--- config.mk ---
export PLATFORM = sky130hd
export DESIGN_NAME = commit_token_arb
export DESIGN_NICKNAME = d
export VERILOG_FILES = /design/src/rtl/commit_tok_pkg.sv /design/src/rtl/rr_pick.sv /design/src/rtl/sig_match.sv /design/src/rtl/commit_token_arb.sv
export SDC_FILE = /design/constraint.sdc
export NUM_CORES = 1
export LEC_CHECK = 0
export BUFFER_PORTS_ARGS = -buffer_cell sky130_fd_sc_hd__buf_2
export CAP_MARGIN = 40
export CORE_AREA = 2 2 232 234
export DETAILED_ROUTE_END_ITERATION = 8
export DIE_AREA = 0 0 234 236
export PLACE_DENSITY = 0.35
export RECOVER_POWER = 25
export SLEW_MARGIN = 10
export SYNTH_ARGS = -nofsm -noshare
export SYNTH_HDL_FRONTEND = slang
export SYNTH_SLANG_ARGS = --single-unit
export TNS_END_PERCENT = 1
--- constraint.sdc ---
create_clock -name clk -period 2.63 [get_ports clk]
set_input_delay 0.263 -clock clk [delete_from_list [all_inputs] [get_ports clk]]
set_output_delay 0.263 -clock clk [all_outputs]
set_load 0.02 [all_outputs]
--- src/rtl/commit_tok_pkg.sv ---
package commit_tok_pkg;

  typedef enum logic [1:0] {
    TOK_IDLE  = 2'd0,
    TOK_BCAST = 2'd1,
    TOK_EVAL  = 2'd2
  } tok_state_e;

endpackage

--- src/rtl/rr_pick.sv ---
module rr_pick #(
  parameter int N  = 4,
  parameter int IW = 2
) (
  input  logic [N-1:0]  req,
  input  logic [IW-1:0] last,
  output logic          any,
  output logic [IW-1:0] idx
);

  // Search starts one past the last winner and wraps around.
  always_comb begin
    any = 1'b0;
    idx = '0;
    for (int k = 1; k <= N; k++) begin
      if (!any && req[(int'(last) + k) % N]) begin
        any = 1'b1;
        idx = IW'((int'(last) + k) % N);
      end
    end
  end

endmodule

--- src/rtl/sig_match.sv ---
module sig_match #(
  parameter int SIGW = 64
) (
  input  logic [SIGW-1:0] wsig,
  input  logic [SIGW-1:0] rsig,
  output logic            hit
);

  // Any shared set bit counts as a conflict, hash collisions included.
  assign hit = |(wsig & rsig);

endmodule

--- src/rtl/commit_token_arb.sv ---
module commit_token_arb
  import commit_tok_pkg::*;
#(
  parameter int NCORE = 4,
  parameter int SIGW  = 64
) (
  input  logic                  clk,
  input  logic                  rst_n,
  input  logic [NCORE-1:0]      commit_req,
  input  logic [NCORE*SIGW-1:0] wr_sig,
  input  logic [NCORE*SIGW-1:0] rd_sig,
  output logic [NCORE-1:0]      grant,
  output logic                  bcast_valid,
  output logic [SIGW-1:0]       bcast_sig,
  output logic [NCORE-1:0]      abort
);

  localparam int IW = (NCORE > 1) ? $clog2(NCORE) : 1;

  tok_state_e       state_q;
  logic [IW-1:0]    owner_q;
  logic [IW-1:0]    last_q;
  logic [SIGW-1:0]  sig_q;
  logic [NCORE-1:0] abort_q;
  logic [NCORE-1:0] hit;
  logic [NCORE-1:0] own_mask;
  logic [NCORE-1:0] elig;
  logic             pick_any;
  logic [IW-1:0]    pick_idx;

  assign own_mask = NCORE'(1) << owner_q;

  // Eligible requests: all requests when idle; in the evaluation cycle,
  // aborted cores and the current owner are masked out.
  always_comb begin
    case (state_q)
      TOK_IDLE: elig = commit_req;
      TOK_EVAL: elig = commit_req & ~abort_q & ~own_mask;
      default:  elig = '0;
    endcase
  end

  rr_pick #(.N(NCORE), .IW(IW)) u_pick (
    .req  (elig),
    .last (last_q),
    .any  (pick_any),
    .idx  (pick_idx)
  );

  for (genvar g = 0; g < NCORE; g++) begin : g_match
    sig_match #(.SIGW(SIGW)) u_match (
      .wsig (sig_q),
      .rsig (rd_sig[g*SIGW +: SIGW]),
      .hit  (hit[g])
    );
  end

  always_ff @(posedge clk) begin
    if (!rst_n) begin
      state_q <= TOK_IDLE;
      owner_q <= '0;
      last_q  <= IW'(NCORE - 1);
      sig_q   <= '0;
      abort_q <= '0;
    end else begin
      case (state_q)
        TOK_BCAST: begin
          abort_q <= hit & ~own_mask;
          state_q <= TOK_EVAL;
        end
        default: begin
          abort_q <= '0;
          if (pick_any) begin
            state_q <= TOK_BCAST;
            owner_q <= pick_idx;
            last_q  <= pick_idx;
            sig_q   <= wr_sig[int'(pick_idx)*SIGW +: SIGW];
          end else begin
            state_q <= TOK_IDLE;
          end
        end
      endcase
    end
  end

  assign grant       = (state_q != TOK_IDLE) ? own_mask : '0;
  assign bcast_valid = (state_q == TOK_BCAST);
  assign bcast_sig   = bcast_valid ? sig_q : '0;
  assign abort       = (state_q == TOK_EVAL) ? abort_q : '0;

  assert_grant_onehot_R2: assert property (@(posedge clk) disable iff (!rst_n)
    $onehot0(grant));

  assert_grant_requested_R2: assert property (@(posedge clk) disable iff (!rst_n)
    bcast_valid |-> ((grant & $past(commit_req)) != '0));

  assert_two_cycle_window_R4: assert property (@(posedge clk) disable iff (!rst_n)
    bcast_valid |=> (!bcast_valid && $stable(grant) && (grant != '0)));

  assert_abort_after_bcast_R5: assert property (@(posedge clk) disable iff (!rst_n)
    (abort != '0) |-> $past(bcast_valid));

  assert_committer_safe_R6: assert property (@(posedge clk) disable iff (!rst_n)
    (abort & grant) == '0);

  assert_no_grant_to_aborted_R7: assert property (@(posedge clk) disable iff (!rst_n)
    (abort != '0) |=> ((grant & $past(abort)) == '0));

endmodule

**After elaboration in Yosys (flattened, before gate mapping)**

Cells that the tools add are included.

- Add/sub/neg operators: 4
- $mul: 0
- Divide/modulo/power cells: 0
- $lt $le $gt $ge: 4
- Equal/unequal tests: 2
- Shift operators: 2
- Mux-type cells: 26
- Bitwise logic cells: 15
- Reductions and logical operators: 19

Operators by type and width:

| cell | count |
|---|---|
| $and A64 B64 Y64 | 4 |
| $reduce_or A64 Y1 | 4 |
| $shiftx A256 B9 Y64 | 1 |
| $mux W64 | 1 |
| $lt A3 B4 Y1 const B | 4 |
| $mux W1 | 13 |
| $and A4 B4 Y4 | 3 |
| $mux W2 | 5 |
| $reduce_or A2 Y1 | 5 |
| $bmux W1 S2 | 4 |
| $mux W4 | 2 |
| $not A4 Y4 | 2 |
| $pmux W4 S2 | 1 |
| $add A2 B1 Y2 const B | 2 |
| $add A2 B2 Y2 const B | 2 |
| $and A1 B1 Y1 const A | 4 |
| $reduce_and A2 Y1 | 2 |
| $shl A1 B2 Y4 const A | 1 |
| $logic_and A1 B1 Y1 | 3 |
| $logic_not A1 Y1 | 3 |
| $eq A2 B1 Y1 const B | 1 |
| $eq A2 B2 Y1 const B | 1 |
| $logic_not A2 Y1 | 1 |
| $not A1 Y1 | 2 |
| $reduce_bool A2 Y1 | 1 |

- Bits in registers: 74
- Latch bits: 0
- RAM bits: 0
- Memory bits (read-only): 0
- Input port bits: 518
- Output and inout bits: 73
- Word-level logic and storage cells: 78
- Memories kept: 0

**Depth between registers and ports, before layout**

- Depth in word-level cells: 19
- Gate-level depth with buffers: 10
- Depth with buffers taken out: 6

**Modules after synthesis**

Synthesis repeated with hierarchy kept, for this count alone.

- Cell total of the unflattened synthesis: 508
- Area, all modules: 5894.4 um^2

By module, submodules not included:

| module | instances | cells each | area an instance (um^2) | seq. area each (um^2) |
|---|---|---|---|---|
| commit_token_arb | 1 | 346 | 4351.7 | 1481.4 |
| sig_match | 4 | 37 | 362.8 | 0.0 |
| rr_pick | 1 | 14 | 91.3 | 0.0 |

**Least setup slack after synthesis**

OpenSTA, ideal clock, no wires.

- Path kind: flip-flop to flip-flop
- Start point: register owner_q[1]
- End point: register sig_q[17]
- Setup time: 0.147 ns
- Arrival time: 1.908 ns
- Slack: 0.575 ns
- Stages on the path, launching flop included: 10
- Buffers on the path: 3
- Period minus slack after synthesis: 2.055 ns
- Path through: dfxtp_1 -> buf_6 -> nand3b_4 -> and3_4 -> a221o_1 -> a22oi_2 -> buf_6 -> buf_6 -> mux2i_1 -> a221oi_2

- Longest elaborated chain between the ends: 18

RTL lines:

| element | line | RTL |
|---|---|---|
| from (decl) | commit_token_arb.sv:21 | `logic [IW-1:0] owner_q;` |
| from (signal assigned) | commit_token_arb.sv:75 | `owner_q <= pick_idx;` |
| $shl A1 B2 Y4 * | commit_token_arb.sv:31 | `assign own_mask = NCORE'(1) << owner_q;` |
| $not A4 Y4 * | commit_token_arb.sv:38 | `TOK_EVAL: elig = commit_req & ~abort_q & ~own_mask;` |
| $and A4 B4 Y4 * | commit_token_arb.sv:38 |  |
| $pmux W4 S2 * | commit_token_arb.sv:36 | `case (state_q)` |
| $bmux W1 S2 | rr_pick.sv:16 | `if (!any && req[(int'(last) + k) % N]) begin` |
| $mux W1 (not written as such) (2 in series) | rr_pick.sv:16 |  |
| $mux W1 | rr_pick.sv:16 |  |
| $logic_not A1 Y1 | rr_pick.sv:16 |  |
| $logic_and A1 B1 Y1 | rr_pick.sv:16 |  |
| $mux W1 | rr_pick.sv:16 |  |
| $logic_not A1 Y1 | rr_pick.sv:16 |  |
| $logic_and A1 B1 Y1 | rr_pick.sv:16 |  |
| $mux W1 | rr_pick.sv:16 |  |
| $logic_not A1 Y1 | rr_pick.sv:16 |  |
| $logic_and A1 B1 Y1 | rr_pick.sv:16 |  |
| $mux W2 or $mux W1 (tied branches) | rr_pick.sv:16 |  |
| $shiftx A256 B9 Y64 or $reduce_and A2 Y1 (tied branches) | -- |  |
| to (signal assigned) | commit_token_arb.sv:77 | `sig_q <= wr_sig[int'(pick_idx)*SIGW +: SIGW];` |
| to (decl) | commit_token_arb.sv:23 | `logic [SIGW-1:0] sig_q;` |

Every way passes the cells marked *; elsewhere a longest branch is shown, timed or not. The select of a mux whose other input is x is not followed.
A chain may end at the register's enable or synchronous reset.

**Worst setup path after layout**

- Start point: register sig_q[43]
- End point: register abort_q[3]

- Longest elaborated chain between the ends: 3

RTL lines:

| element | line | RTL |
|---|---|---|
| $and A64 B64 Y64 | sig_match.sv:10 | `assign hit = \|(wsig & rsig);` |
| $reduce_or A64 Y1 | sig_match.sv:10 |  |
| $and A4 B4 Y4 | commit_token_arb.sv:68 | `abort_q <= hit & ~own_mask;` |
| to (signal assigned) | commit_token_arb.sv:68 |  |
| to (decl) | commit_token_arb.sv:24 | `logic [NCORE-1:0] abort_q;` |

No other way between the ends.

==> impl_metrics.toml <==
[global_route]
grt.overflow.total = 0
grt_pass1_vias = 9796
grt.total_usage = 0.2235
grt_max_degree = 67
grt_pass1_wl_um = 82680
grt_antenna_before_repair = 12

[synth]
synth_cell_types = 43
synth.area.top_cells = "dfxtp_1 23%, mux2i_1 12%, a221oi_2 8.6%, a22oi_1 7.9%, and2_1 6.8%"
syn_area_per_cell_um2 = 8.704
synthArstFlopShare = 0
synth_seq_area_share = 0.2303
netlist_instances = 739
ys_ff_latch = 74
synth_top_area_cell = "dfxtp_1"
synth_warnings = 0
synth_top_area_share = 0.2303
synth_edf_count = 0
synthesis.nets = 1257
synth_flop_cell = "dfxtp_1"
syn_area_um2 = 6432

[flow_run]
cap_violations = 0

[outcome]
status = "finished clean"

[place]
dp_hpwl_um = 53820
postPlaceCellArea_um2 = 10610
gp_congestion = 0.8675
port_buffers = 590
place_ws_ps = -20.31

[floorplanning]
die_x_um = 234
die-area_um2 = 55220
die_height_um = 236
initial_core_util = 0.1212
core-area_um2 = 53070
rows = 85
pin_count = 591

[detailed_routing]
vias = 9437
vias_per_cell = 4.599
routedWlPerCell_um = 31.07
drt_iter0_markers = 591
drcViolationCount = 0
drt.antenna.violating_nets = 0
totalWireLength_um = 63750
first_pass_iters = 5

[cts]
cts.path.max_buffers = 2
insertion_delay_ps = 380
cts_root_buf = "clkbuf_16"
ctsHoldBuffers = 0
path_clk_slew_ps = 70
postCtsSetupBuffers = 0
cts_made_buffers = 9
htree_levels = 3
cts_sinks = 74
cts_tree = "built"

[worst_setup_path]
critPathArrivalTime_ps = 2790
end_kind = "register"
start_kind = "register"
crit_fanout = 6
worstSetupPathType = "register to register"
crit_required_ps = 2900

[timing]
timing.final.max_slew_violations = 0
finClkSkew_ps = 5.388
max_freq_ghz = 0.3963
fin_crit_ps = 2523
tightest_slew_ps = 879.2
grt_setup_unrepaired = "false"
finalCritPeriodShare = 0.9595
setup_ws_ps = 106.6
hold_viol = 0
finalSetupViolations = 0
max_slew_margin = 0.4131

[final_layout]
fin_util = 0.2064
final_layout_size_suffix_gt1_frac = 0.5178
syn_to_final_growth_pct = 70.28
nFillCells = 6032
nets = 1863
stdcell_area_um2 = 10950

[min_path]
hold_class = "primary input to register"

[pwr]
p_per_area_nw_per_um2 = 679.2
p_leak_nw = 5.250
ir_drop_mv = 0.2694
fin_total_pwr_mw = 7.439
==> sequential cells by signal, indices dropped and copies added, names as in the netlist <==
register and count:
abort_q 4, last_q 2, owner_q 2, sig_q 64, state_q 2
==> placed cells by master, fill, tap and decap left out, drive strengths merged, types with 20 or more instances in the layout <==
cell type	instances
clkbuf	42
nand4	20
buf	633
a22o	31
nand3	34
o21ai	38
a211oi	54
mux2i	74
and3	55
o31ai	27
a22oi	69
a221oi	67
dfxtp	74
and2	70
==> layer usage <==
metal  GRT usage  wire (um)
met1      0.2686      26550
met4     0.05735       1375
met2      0.3955      31570
met5           0         78
met3     0.05198       4168
==> per-stage QoR <==
stage	setup TNS [ps]	hold WS (ps)	cells
3_3_place_gp	0	563.4	2027
2_1_floorplan	0	494.9	739
4_1_cts	0	179.7	2046
3_5_place_dp	-20.31	558.4	2030
6_report	0	215.3	2052
5_1_grt	0	224.0	2048
==> final timing paths <==
check                                       startpoint                      to  slack, ps  cells after the start
worst min register to register  last_q[0]$_SDFFE_PN1P_  last_q[0]$_SDFFE_PN1P_        580                      2
worst max register to register  sig_q[43]$_SDFFE_PN0P_   abort_q[3]$_SDFF_PN0_        110                      5
worst min-delay path                        wr_sig[18]  sig_q[18]$_SDFFE_PN0P_        220                      3
worst max-delay path            sig_q[43]$_SDFFE_PN0P_   abort_q[3]$_SDFF_PN0_        110                      5
==> cells in the mapped netlist, types with 2 or more instances <==
cell type and count:
a211oi_1 54, a21oi_1 9, a221oi_1 30, a221oi_2 37, a22o_1 31, a22oi_1 68
and2_1 70, and3_1 54, buf_1 4, buf_12 2, buf_2 20, buf_4 3
buf_6 5, clkbuf_1 32, dfxtp_1 74, inv_1 2, mux2i_1 74, nand2_1 9
nand2b_1 6, nand3_1 34, nand4_1 20, nor2_1 5, nor2b_1 5, nor3_1 7
nor4_1 2, o211ai_1 3, o21ai_0 18, o21ai_1 20, o31ai_1 27
==> kinds of logic (layout without fill, tap and decap cells) <==
group | count (synthesis) | after routing | share of synthesized area
AO/OA/AOI/OAI | 303 | 303 | 0.3921
buffers and inverters | 69 | 680 | 0.05738
flip-flops | 74 | 74 | 0.2303
multiplexers | 74 | 74 | 0.1152
other | 0 | 6 | 0
AND/OR/NAND/NOR | 219 | 219 | 0.2050
==> worst max-delay path, stage by stage (launching register included) <==
cell,delay (ps)
dfxtp_1,550
a22oi_1,420
nand4_1,320
nor4_1,790
buf_4,260
a21oi_1,60
==> where the power goes <==
part | internal (mW) | switching (mW)
Sequential | 1.35 | 0.847
Clock | 0.936 | 0.593
Combinational | 1.56 | 2.15
Total | 3.85 | 3.59
==> area by class of cell <==
cell class	instances	area (um^2)	share of cell area
antenna	6	15.01	0.001371
inverter	2	7.507	0.0006854
timing repair buffer	662	3613	0.3299
tap	696	870.8	0.07951
clock buffer	13	280.3	0.02559
sequential	74	1485	0.1356
clock inverter	3	68.82	0.006283
multi-input combinational	596	4612	0.4211
==> timing repair <==
action | in CTS | in global routing
setup endpoints to repair | 1 | 41
resized for setup | 1 | 4
pin swaps | 0 | 0
No activity file was read; power rests on OpenSTA's default activity.
